File: config.mk
export PLATFORM = sky130hd
export DESIGN_NAME = bus_access_seq
export DESIGN_NICKNAME = d
export VERILOG_FILES = /design/src/rtl/bas_pkg.sv /design/src/rtl/bas_region_dec.sv /design/src/rtl/bas_classify.sv /design/src/rtl/bas_bus_fsm.sv /design/src/rtl/bus_access_seq.sv
export SDC_FILE = /design/constraint.sdc
export NUM_CORES = 1
export LEC_CHECK = 0
export ABC_AREA = 1
export BUFFER_PORTS_ARGS = -buffer_cell sky130_fd_sc_hd__buf_2
export CELL_PAD_IN_SITES_DETAIL_PLACEMENT = 2
export CELL_PAD_IN_SITES_GLOBAL_PLACEMENT = 2
export CORE_MARGIN = 4
export CORE_UTILIZATION = 22
export DETAILED_ROUTE_END_ITERATION = 12
export PLACE_DENSITY_LB_ADDON = 0.1
export SYNTH_ARGS = -nofsm -noshare
export SYNTH_HDL_FRONTEND = slang
export SYNTH_SLANG_ARGS = --single-unit
File: constraint.sdc
create_clock -name clk -period 2.35 [get_ports clk]
set_input_delay 0.1175 -clock clk [delete_from_list [all_inputs] [get_ports clk]]
set_output_delay 0.1175 -clock clk [all_outputs]
set_load 0.1 [all_outputs]
File: src/rtl/bas_pkg.sv
package bas_pkg;

    localparam int ADDR_W      = 32;
    localparam int DATA_W      = 128;
    localparam int WDATA_W     = 64;
    localparam int ASI_W       = 8;
    localparam int LINE_BYTES  = 32;
    localparam int BEAT_BYTES  = DATA_W / 8;
    localparam int FILL_BEATS  = LINE_BYTES / BEAT_BYTES;
    localparam int WORD_BYTES  = 4;
    localparam int FETCH_BEATS = 4;
    localparam int BEAT_W      = $clog2(FETCH_BEATS + 1);
    localparam int STRIDE_W    = $clog2(BEAT_BYTES) + 1;
    localparam int N_CREG      = 2;

    localparam logic [ASI_W-1:0] BYPASS_ASI = 8'h1C;

    // region i is cacheable when (addr & mask_i) == match_i
    localparam logic [N_CREG*ADDR_W-1:0] CREG_MASK  = {32'hF000_0000, 32'h8000_0000};
    localparam logic [N_CREG*ADDR_W-1:0] CREG_MATCH = {32'hC000_0000, 32'h0000_0000};

    localparam logic [1:0] OP_FETCH = 2'd0;
    localparam logic [1:0] OP_LOAD  = 2'd1;
    localparam logic [1:0] OP_STORE = 2'd2;

    localparam logic [1:0] HT_IDLE   = 2'b00;
    localparam logic [1:0] HT_NONSEQ = 2'b10;
    localparam logic [1:0] HT_SEQ    = 2'b11;

    localparam logic [2:0] HB_SINGLE = 3'b000;
    localparam logic [2:0] HB_INCR   = 3'b001;
    localparam logic [2:0] HB_INCR4  = 3'b011;

    localparam logic [2:0] HS_WORD = 3'd2;
    localparam logic [2:0] HS_LINE = 3'($clog2(BEAT_BYTES));

    typedef enum logic [1:0] {ACT_BUS, ACT_HIT, ACT_ERR} act_e;

    typedef enum logic [1:0] {ST_IDLE, ST_XFER, ST_DONE, ST_FAULT} st_e;

    typedef struct packed {
        act_e                act;
        logic                write;
        logic [BEAT_W-1:0]   beats_m1;
        logic [ADDR_W-1:0]   base;
        logic [2:0]          hsize;
        logic [2:0]          hburst;
        logic [STRIDE_W-1:0] stride;
    } plan_t;

endpackage

File: src/rtl/bas_region_dec.sv
module bas_region_dec #(
    parameter int ADDR_W = bas_pkg::ADDR_W,
    parameter int N_REG  = bas_pkg::N_CREG,
    parameter logic [N_REG*ADDR_W-1:0] REG_MASK  = bas_pkg::CREG_MASK,
    parameter logic [N_REG*ADDR_W-1:0] REG_MATCH = bas_pkg::CREG_MATCH
) (
    input  logic [ADDR_W-1:0] addr,
    output logic              cacheable
);

    logic [N_REG-1:0] in_reg;

    for (genvar g = 0; g < N_REG; g++) begin : g_reg
        assign in_reg[g] = (addr & REG_MASK[g*ADDR_W +: ADDR_W])
                           == REG_MATCH[g*ADDR_W +: ADDR_W];
    end

    assign cacheable = |in_reg;

endmodule

File: src/rtl/bas_classify.sv
module bas_classify
    import bas_pkg::*;
(
    input  logic [1:0]        op,
    input  logic [1:0]        size,
    input  logic [ADDR_W-1:0] addr,
    input  logic [ASI_W-1:0]  asi,
    input  logic              cache_en,
    input  logic              hit,
    input  logic              cacheable,
    output plan_t             plan
);

    localparam logic [ADDR_W-1:0] LINE_MASK  = ADDR_W'(LINE_BYTES - 1);
    localparam logic [ADDR_W-1:0] FETCH_MASK = ADDR_W'(FETCH_BEATS * WORD_BYTES - 1);

    logic bypass;
    logic wide;
    logic fill_ok;

    assign bypass  = (op == OP_LOAD) && (asi == BYPASS_ASI);
    assign wide    = (size == 2'd3);
    assign fill_ok = cacheable && cache_en && !bypass;

    always_comb begin
        plan.act      = ACT_BUS;
        plan.write    = 1'b0;
        plan.beats_m1 = '0;
        plan.base     = addr;
        plan.hsize    = {1'b0, size};
        plan.hburst   = HB_SINGLE;
        plan.stride   = '0;
        if (op == 2'd3) begin
            plan.act = ACT_ERR;
        end else if (op != OP_FETCH && wide && !cacheable) begin
            plan.act = ACT_ERR;
        end else if (op == OP_STORE) begin
            plan.write = 1'b1;
        end else if (fill_ok && hit) begin
            plan.act = ACT_HIT;
        end else if (fill_ok) begin
            plan.beats_m1 = BEAT_W'(FILL_BEATS - 1);
            plan.base     = addr & ~LINE_MASK;
            plan.hsize    = HS_LINE;
            plan.hburst   = HB_INCR;
            plan.stride   = STRIDE_W'(BEAT_BYTES);
        end else if (op == OP_FETCH) begin
            plan.beats_m1 = BEAT_W'(FETCH_BEATS - 1);
            plan.base     = addr & ~FETCH_MASK;
            plan.hsize    = HS_WORD;
            plan.hburst   = HB_INCR4;
            plan.stride   = STRIDE_W'(WORD_BYTES);
        end
    end

endmodule

File: src/rtl/bas_bus_fsm.sv
module bas_bus_fsm
    import bas_pkg::*;
(
    input  logic               clk,
    input  logic               rst_n,
    input  logic               req_valid,
    input  plan_t              plan_in,
    input  logic [WDATA_W-1:0] req_wdata,
    output logic               req_ready,
    output logic               rsp_done,
    output logic               rsp_err,
    output logic               rd_valid,
    output logic [BEAT_W-1:0]  rd_beat,
    output logic [DATA_W-1:0]  rd_data,
    output logic [ADDR_W-1:0]  haddr,
    output logic [1:0]         htrans,
    output logic               hwrite,
    output logic [2:0]         hsize,
    output logic [2:0]         hburst,
    output logic [DATA_W-1:0]  hwdata,
    input  logic [DATA_W-1:0]  hrdata,
    input  logic               hready
);

    localparam int COPIES = DATA_W / WDATA_W;

    st_e                state, state_nxt;
    plan_t              plan_q;
    logic [WDATA_W-1:0] wdata_q;
    logic [BEAT_W-1:0]  acnt;
    logic [BEAT_W-1:0]  dcnt;
    logic               dpend;
    logic               addr_active;
    logic               last_data;
    logic               accept;
    logic [ADDR_W-1:0]  offset;

    assign accept      = (state == ST_IDLE) && req_valid;
    assign addr_active = (state == ST_XFER) && (acnt <= plan_q.beats_m1);
    assign last_data   = dpend && hready && (dcnt == plan_q.beats_m1);
    assign offset      = ADDR_W'(acnt) * ADDR_W'(plan_q.stride);

    // state register
    always_ff @(posedge clk or negedge rst_n) begin
        if (!rst_n) state <= ST_IDLE;
        else        state <= state_nxt;
    end

    // transitions
    always_comb begin
        state_nxt = state;
        unique case (state)
            ST_IDLE: begin
                if (req_valid) begin
                    unique case (plan_in.act)
                        ACT_ERR: state_nxt = ST_FAULT;
                        ACT_HIT: state_nxt = ST_DONE;
                        default: state_nxt = ST_XFER;
                    endcase
                end
            end
            ST_XFER:  if (last_data) state_nxt = ST_DONE;
            ST_DONE:  state_nxt = ST_IDLE;
            ST_FAULT: state_nxt = ST_IDLE;
        endcase
    end

    // outputs
    always_comb begin
        req_ready = (state == ST_IDLE);
        rsp_done  = (state == ST_DONE);
        rsp_err   = (state == ST_FAULT);
        htrans    = HT_IDLE;
        haddr     = '0;
        hwrite    = 1'b0;
        hsize     = 3'd0;
        hburst    = HB_SINGLE;
        if (addr_active) begin
            htrans = (acnt == '0) ? HT_NONSEQ : HT_SEQ;
            haddr  = plan_q.base + offset;
            hwrite = plan_q.write;
            hsize  = plan_q.hsize;
            hburst = plan_q.hburst;
        end
        hwdata = {COPIES{wdata_q}};
    end

    // transfer bookkeeping and read return
    always_ff @(posedge clk or negedge rst_n) begin
        if (!rst_n) begin
            plan_q   <= '0;
            wdata_q  <= '0;
            acnt     <= '0;
            dcnt     <= '0;
            dpend    <= 1'b0;
            rd_valid <= 1'b0;
            rd_beat  <= '0;
            rd_data  <= '0;
        end else begin
            rd_valid <= 1'b0;
            if (accept) begin
                plan_q  <= plan_in;
                wdata_q <= req_wdata;
                acnt    <= '0;
                dcnt    <= '0;
                dpend   <= 1'b0;
            end else if (state == ST_XFER && hready) begin
                if (addr_active) acnt <= acnt + 1'b1;
                dpend <= addr_active;
                if (dpend) begin
                    dcnt     <= dcnt + 1'b1;
                    rd_valid <= !plan_q.write;
                    rd_beat  <= dcnt;
                    rd_data  <= hrdata;
                end
            end
        end
    end

    assert_hold_ctrl_R11: assert property (@(posedge clk) disable iff (!rst_n)
        (htrans != HT_IDLE && !hready) |=>
            ($stable(haddr) && $stable(htrans) && $stable(hsize) && $stable(hwrite)));

    assert_resp_pulse_R10: assert property (@(posedge clk) disable iff (!rst_n)
        (rsp_done || rsp_err) |=> !(rsp_done || rsp_err));

    assert_busy_not_ready_R10: assert property (@(posedge clk) disable iff (!rst_n)
        (req_valid && req_ready) |=> !req_ready);

    assert_single_nonseq_R2: assert property (@(posedge clk) disable iff (!rst_n)
        (htrans == HT_NONSEQ && hready) |=> (htrans != HT_NONSEQ));

endmodule

File: src/rtl/bus_access_seq.sv
module bus_access_seq
    import bas_pkg::*;
(
    input  logic                clk,
    input  logic                rst_n,
    input  logic                req_valid,
    output logic                req_ready,
    input  logic [1:0]          req_op,
    input  logic [1:0]          req_size,
    input  logic [ADDR_W-1:0]   req_addr,
    input  logic [ASI_W-1:0]    req_asi,
    input  logic                req_cache_en,
    input  logic                req_hit,
    input  logic [WDATA_W-1:0]  req_wdata,
    output logic                rsp_done,
    output logic                rsp_err,
    output logic                rd_valid,
    output logic [BEAT_W-1:0]   rd_beat,
    output logic [DATA_W-1:0]   rd_data,
    output logic [ADDR_W-1:0]   haddr,
    output logic [1:0]          htrans,
    output logic                hwrite,
    output logic [2:0]          hsize,
    output logic [2:0]          hburst,
    output logic [DATA_W-1:0]   hwdata,
    input  logic [DATA_W-1:0]   hrdata,
    input  logic                hready
);

    logic  req_cacheable;
    logic  bus_cacheable;
    plan_t plan;

    bas_region_dec u_req_region (
        .addr      (req_addr),
        .cacheable (req_cacheable)
    );

    bas_region_dec u_bus_region (
        .addr      (haddr),
        .cacheable (bus_cacheable)
    );

    bas_classify u_cls (
        .op        (req_op),
        .size      (req_size),
        .addr      (req_addr),
        .asi       (req_asi),
        .cache_en  (req_cache_en),
        .hit       (req_hit),
        .cacheable (req_cacheable),
        .plan      (plan)
    );

    bas_bus_fsm u_fsm (
        .clk       (clk),
        .rst_n     (rst_n),
        .req_valid (req_valid),
        .plan_in   (plan),
        .req_wdata (req_wdata),
        .req_ready (req_ready),
        .rsp_done  (rsp_done),
        .rsp_err   (rsp_err),
        .rd_valid  (rd_valid),
        .rd_beat   (rd_beat),
        .rd_data   (rd_data),
        .haddr     (haddr),
        .htrans    (htrans),
        .hwrite    (hwrite),
        .hsize     (hsize),
        .hburst    (hburst),
        .hwdata    (hwdata),
        .hrdata    (hrdata),
        .hready    (hready)
    );

    assert_no_wide_uncached_R4: assert property (@(posedge clk) disable iff (!rst_n)
        (htrans != HT_IDLE && hsize == 3'd3) |-> bus_cacheable);

    assert_err_quiet_R4: assert property (@(posedge clk) disable iff (!rst_n)
        (req_valid && req_ready && plan.act == ACT_ERR) |=> (rsp_err && htrans == HT_IDLE));

    assert_hit_quiet_R9: assert property (@(posedge clk) disable iff (!rst_n)
        (req_valid && req_ready && plan.act == ACT_HIT) |=> (rsp_done && htrans == HT_IDLE));

endmodule

* After elaboration in Yosys (flattened, before gate mapping)
Index checks and enable logic that the tools add are counted.
Storage, ports and cells: register bits after elaboration 252, latch bits 0, bits in writable memories 0, bits in read-only memories 0, output and inout port bits 304, word-level logic and storage cells 94, memories 0
Cells by class: $add $sub $neg 3, multiply operators 1, divide/modulo/power cells 0, $lt $le $gt $ge 1, equal/unequal tests 14, shifts and indexed selects 0, multiplexer cells 32, bitwise operators 1, reductions and logical operators 28
Operators by type and width (number):
- 2-to-1 mux 47 bit | 2
- 2-to-1 mux 46 bit | 2
- 2-to-1 mux 45 bit | 2
- adder 32 x 8 -> 32 bit | 1
- logical NOT 32 bit | 1
- 2-to-1 mux 32 bit | 1
- 2-to-1 mux 3 bit | 8
- equality test 2 bit, second input constant | 6
- 2-to-1 mux 2 bit | 6
- logical AND 1 bit | 11
- 2-to-1 mux 1 bit | 9
- equality test 8 x 5 -> 1 bit, second input constant | 1
- multiplier 3 x 5 -> 8 bit | 1
- nonzero test 2 bit | 4
- adder 3 x 1 -> 3 bit, second input constant | 2
- equality test 2 x 1 -> 1 bit, second input constant | 3
- one-hot mux 2 bit (3 select lines) | 1
- AND reduction 2 bit | 3
- equality test 4 bit, second input constant | 1
- logical NOT 2 bit | 2
- one-hot mux 2 bit (2 select lines) | 1
- OR reduction 2 bit | 2
- equality test 3 bit | 1
- <= comparator 3 bit | 1
- other kinds (6) | 8

* Depth between registers and ports, before layout
word-level depth 13, mapped depth 15, gate-level depth less buffers 15

* By module
From an unflattened synthesis, not the netlist that was laid out.
Second synthesis, totals: cell total of the unflattened synthesis 1375, area, all modules 12468.2 um^2
By module, submodules not included:
- bas_bus_fsm | instances 1, cells an instance 1286, area each 11940.2 um^2, seq. area each 6306.0 um^2
- bas_classify | instances 1, cells an instance 86, area each 516.7 um^2, seq. area each 0.0 um^2
- bas_region_dec | instances 1, cells an instance 3, area each 11.3 um^2, seq. area each 0.0 um^2

* Least setup slack after synthesis
No wires, ideal clock.
path kind register to output, from reg u_fsm.acnt[0], to out haddr[9], arrival 3.561 ns, required time 2.233 ns, slack -1.329 ns, cell stages (with the launch flop) 14, cell sequence dfrtp_1 -> nand2_1 -> inv_1 -> ha_1 -> ha_1 -> inv_1 -> fa_1 -> inv_1 -> nand3_1 -> nand3_1 -> nand2_1 -> nand2_1 -> o21ai_0 -> a21oi_1
Between the ends: longest elaborated chain between the ends 3, elaborated cells between the ends (all ways) 5, those cells by class 1 x add/sub; 1 x mul; 1 x order compare; 1 x mux; 1 x reduce/logical
Ends and longest elaborated chain:
- start: declaration | RTL line bas_bus_fsm.sv:30 | logic [BEAT_W-1:0] acnt;
- start signal: assignment | RTL line bas_bus_fsm.sv:108 | if (addr_active) acnt <= acnt + 1'b1;
- multiplier 3 x 5 -> 8 bit or <= comparator 3 bit (tied branches) | RTL line bas_bus_fsm.sv:41, bas_bus_fsm.sv:39
- adder 32 x 8 -> 32 bit or logical AND 1 bit (tied branches) | RTL line bas_bus_fsm.sv:80, bas_bus_fsm.sv:39
- 2-to-1 mux 32 bit (*) | RTL line bas_bus_fsm.sv:78 | if (addr_active) begin
- end: declaration | RTL line bus_access_seq.sv:20 | output logic [ADDR_W-1:0] haddr,
Every way passes the cells marked *; elsewhere a longest branch is shown, timed or not.

* Worst setup path after layout
from reg u_fsm.plan_q[2] (netlist name), to out haddr[12]
Between the ends: longest elaborated chain between the ends 3
Ends and longest elaborated chain:
- start: declaration | RTL line bas_bus_fsm.sv:28 | plan_t plan_q;
- start signal: assignment | RTL line bas_bus_fsm.sv:102 | plan_q <= plan_in;
- multiplier 3 x 5 -> 8 bit | RTL line bas_bus_fsm.sv:41 | assign offset = ADDR_W'(acnt) * ADDR_W'(plan_q.stride);
- adder 32 x 8 -> 32 bit | RTL line bas_bus_fsm.sv:80 | haddr = plan_q.base + offset;
- 2-to-1 mux 32 bit | RTL line bas_bus_fsm.sv:78
Every way passes these cells.

==> results.py <==
metrics = {
    "final_layout": {
        "num-nets-final": 2417,
        "nFillCells": 5589,
        "stdcell_count": 2857,
        "drive_gt1_frac": 0.361,
        "areaGrowthSynthToFinish_pct": 73.3,
    },
    "worst_hold_path": {
        "hp-class": "primary input to register",
        "min_path_cells": 4,
        "whs_endpoint": "u_fsm.plan_q[2]",
        "holdCritStartpoint": "req_cache_en",
    },
    "synthesis": {
        "synth_area_leaders": "dfrtp_1 (54%), nand2_1 (26%), buf_4 (4.6%)",
        "synth_edf_count": 0,
        "seq_area_frac_synth": 0.543,
        "synthFlopType": "dfrtp_1",
        "ys_async_sr_fraction": 1.00,
        "yosys_warnings": 0,
        "synth-seq-cells": 243,
        "synth_top_area_frac": 0.543,
        "yosysUniqueCellTypes": 28,
        "syn_avg_cell_area_um2": 7.95,
        "synth_nets": 1670,
        "synthCells": 1409,
        "synth_area_um2": 11200,
        "yosys.area.top_type": "dfrtp_1",
    },
    "drt": {
        "firstDrtPassIters": 4,
        "totalWireLength_mm": 54.7,
        "drc": 0,
        "vias": 12106,
        "viasPerCell": 4.24,
        "drtIter0Drc": 433,
        "drtAntennaViolNets": 0,
        "wl_per_cell_um": 19.2,
    },
    "cts": {
        "numClockSinks": 243,
        "numCtsBuffers": 31,
        "root_buffer": "clkbuf_16",
        "cts_max_path_buffers": 3,
        "path_clk_slew_ps": 50,
        "clk_latency_ps": 570,
        "cts_tree": "yes",
        "htree_levels": 1,
    },
    "floorplanning": {
        "die_x_um": 234,
        "start_util": 0.223,
        "chipHeight_um": 234,
        "row_count": 82,
        "die-area_um2": 54600,
        "core_area_um2": 50300,
        "ioPinCount": 546,
    },
    "timing": {
        "layout_setup_ws_ps": -750,
        "whs_ps": 60.4,
        "drv_slew": 0,
        "tns_ps": -20320,
        "clock_skew_ps": 20.1,
        "tightest_slew_ps": 702,
        "period_share": 1.32,
        "setup_viol": 39,
        "min_period_ps": 3100,
        "max_freq_mhz": 323,
        "rsz0062_at_grt": "true",
        "hold_viol_final": 0,
        "slew_headroom": 0.532,
    },
    "setup_path": {
        "arrival_ps": 2980,
        "r2r_slack_ps": 340,
        "crit_type": "register to primary output",
        "crit_family": "adder cells",
        "regToRegStartpoint": "u_fsm.plan_q[2]",
        "crit_path_top_delay_cell": "fa_2",
        "critical_path.max_fanout": 6,
        "worstPathRequired_ps": 2230,
        "slowest_delay_ps": 540,
        "reg2regPathDepth": 13,
        "cp.depth": 14,
        "startpoint_type": "register",
        "crit_chain": "nand2_2, inv_2, ha_4, fa_2, ha_4, nand2_4, nand2_4, nand3_4, nand2_2, nand2_2, nand2_4, xnor2_1, nor2_4, buf_12",
        "cp.buffers_inverters": 2,
        "endpoint_kind": "primary output",
        "r2r_end": "u_fsm.acnt[0]",
    },
    "run_status": {
        "outcome": "finished with violations",
        "failed_checks": "negative setup slack",
    },
    "placement": {
        "hpwl_mm": 39.2,
        "io_buffers": 544,
        "dp.cells": 2545,
        "gp_congestion": 0.778,
    },
    "global_route": {
        "grt_pass1_vias": 13795,
        "grt_max_degree": 137,
        "grt_pass1_wl_mm": 82.4,
        "antenna_found_initial": 7,
        "grt_overflow": 0,
        "gr-usage-all-layers": 0.193,
    },
    "job": {
        "max_cap_violations": 0,
    },
}
[routing by layer]
metal | track usage | up-vias | part of all wire
met5 | 0 | - | 0.00024
met2 | 0.351 | 289 | 0.52
met1 | 0.223 | 6037 | 0.39
li1 | - | 5713 | -
met3 | 0.0545 | 65 | 0.065
met4 | 0.0462 | 2 | 0.023
[stage by stage]
stage,utilization,setup slack [ps],area (um2)
CTS,0.382,-787,19200
finish,0.386,-750,19400
global route,0.386,-956,19400
detailed placement,0.309,-276,15500
floorplan,-,-374,11700
global placement,0.309,-214,15500
[state kept, by name, summed over array words and instances (netlist names)]
name and cells:
u_fsm.rd_beat 3, u_fsm.plan_q 38, u_fsm.wdata_q 64, u_fsm.acnt 3
u_fsm.rd_data 128, u_fsm.rd_valid 1, u_fsm.state 2, u_fsm.dpend 1
u_fsm.dcnt 3
[layout make-up]
type	instances	area, um2	share of cell area
well taps	672	841	0.0433
inverters	69	270	0.0139
clock buffers	52	935	0.0481
repair buffers	835	6310	0.325
flip-flops and latches	243	6080	0.313
multi-input cells	976	4950	0.255
diodes	8	20.0	0.00103
clock inverters	2	12.5	0.000644
[tightest hold or removal path, cell delays in order]
cell,delay (ps)
buf_2,90
nand2_1,50
nand3_1,180
o21ai_0,120
[worst max-delay path by stage]
stage | startpoint | endpoint
final | u_fsm.plan_q[2] | haddr[12]
after detailed placement | u_fsm.plan_q[2] | haddr[28]
after global placement | u_fsm.plan_q[2] | haddr[24]
after floorplan | u_fsm.plan_q[2] | haddr[17]
after CTS | u_fsm.plan_q[2] | haddr[28]
after global routing | u_fsm.acnt[1] | haddr[17]
[kinds of logic (layout without fill, tap and decap cells)]
kind of cell,count (synthesis),in the layout,share of synthesized area
xor gates and xnor gates,9,9,0.00704
buffers and inverters,190,958,0.0941
DFF,243,243,0.543
adders and majority gates,19,19,0.0226
other,1,9,0.000335
AOI/OAI and AO/OA,56,56,0.0261
and+or+nand+nor,891,891,0.307
[layout by cell type, fill, tap and decap left out, drive strengths merged]
| master | instances |
|---|---|
| o21a | 3 |
| clkinvlp | 2 |
| conb | 1 |
| clkbuf | 52 |
| dfrtp | 243 |
| ha | 17 |
| a21oi | 16 |
| xnor2 | 3 |
| nor2 | 72 |
| or2 | 1 |
| xor2 | 6 |
| clkinv | 1 |
| o21bai | 1 |
| nand3 | 32 |
| o21ai | 35 |
| nand4 | 8 |
| buf | 602 |
| fa | 2 |
| nand2 | 770 |
| nor2b | 1 |
| diode | 8 |
| a211oi | 1 |
| nor3 | 7 |
| dlygate4sd3 | 233 |
| inv | 68 |
[synth_stat cells (3+ instances only)]
cell      count
buf_2        36
buf_6         5
o21ai_1       4
a21oi_1      16
nand3_1      32
xor2_1        6
clkbuf_1     11
inv_2         3
nand2_1     770
dfrtp_1     243
inv_1        66
nor3_1        5
xnor2_1       3
o21a_1        3
buf_4        69
ha_1         17
nand4_1       8
nor2_1       69
o21ai_0      31
[repair_timing]
item / in CTS / in global routing
endpoints found under the setup margin: 40 / 40
resized for setup: 54 / 38
buffers inserted: 9 / 10
pin swaps: 30 / 30
gates cloned: 2 / 0
endpoints found under the hold margin: 472 / 0
hold buffers: 233 / 0
Power is left out: the tool's default activity adds up to more than one toggle a clock period on the data nets, which glitch-free logic cannot reach.
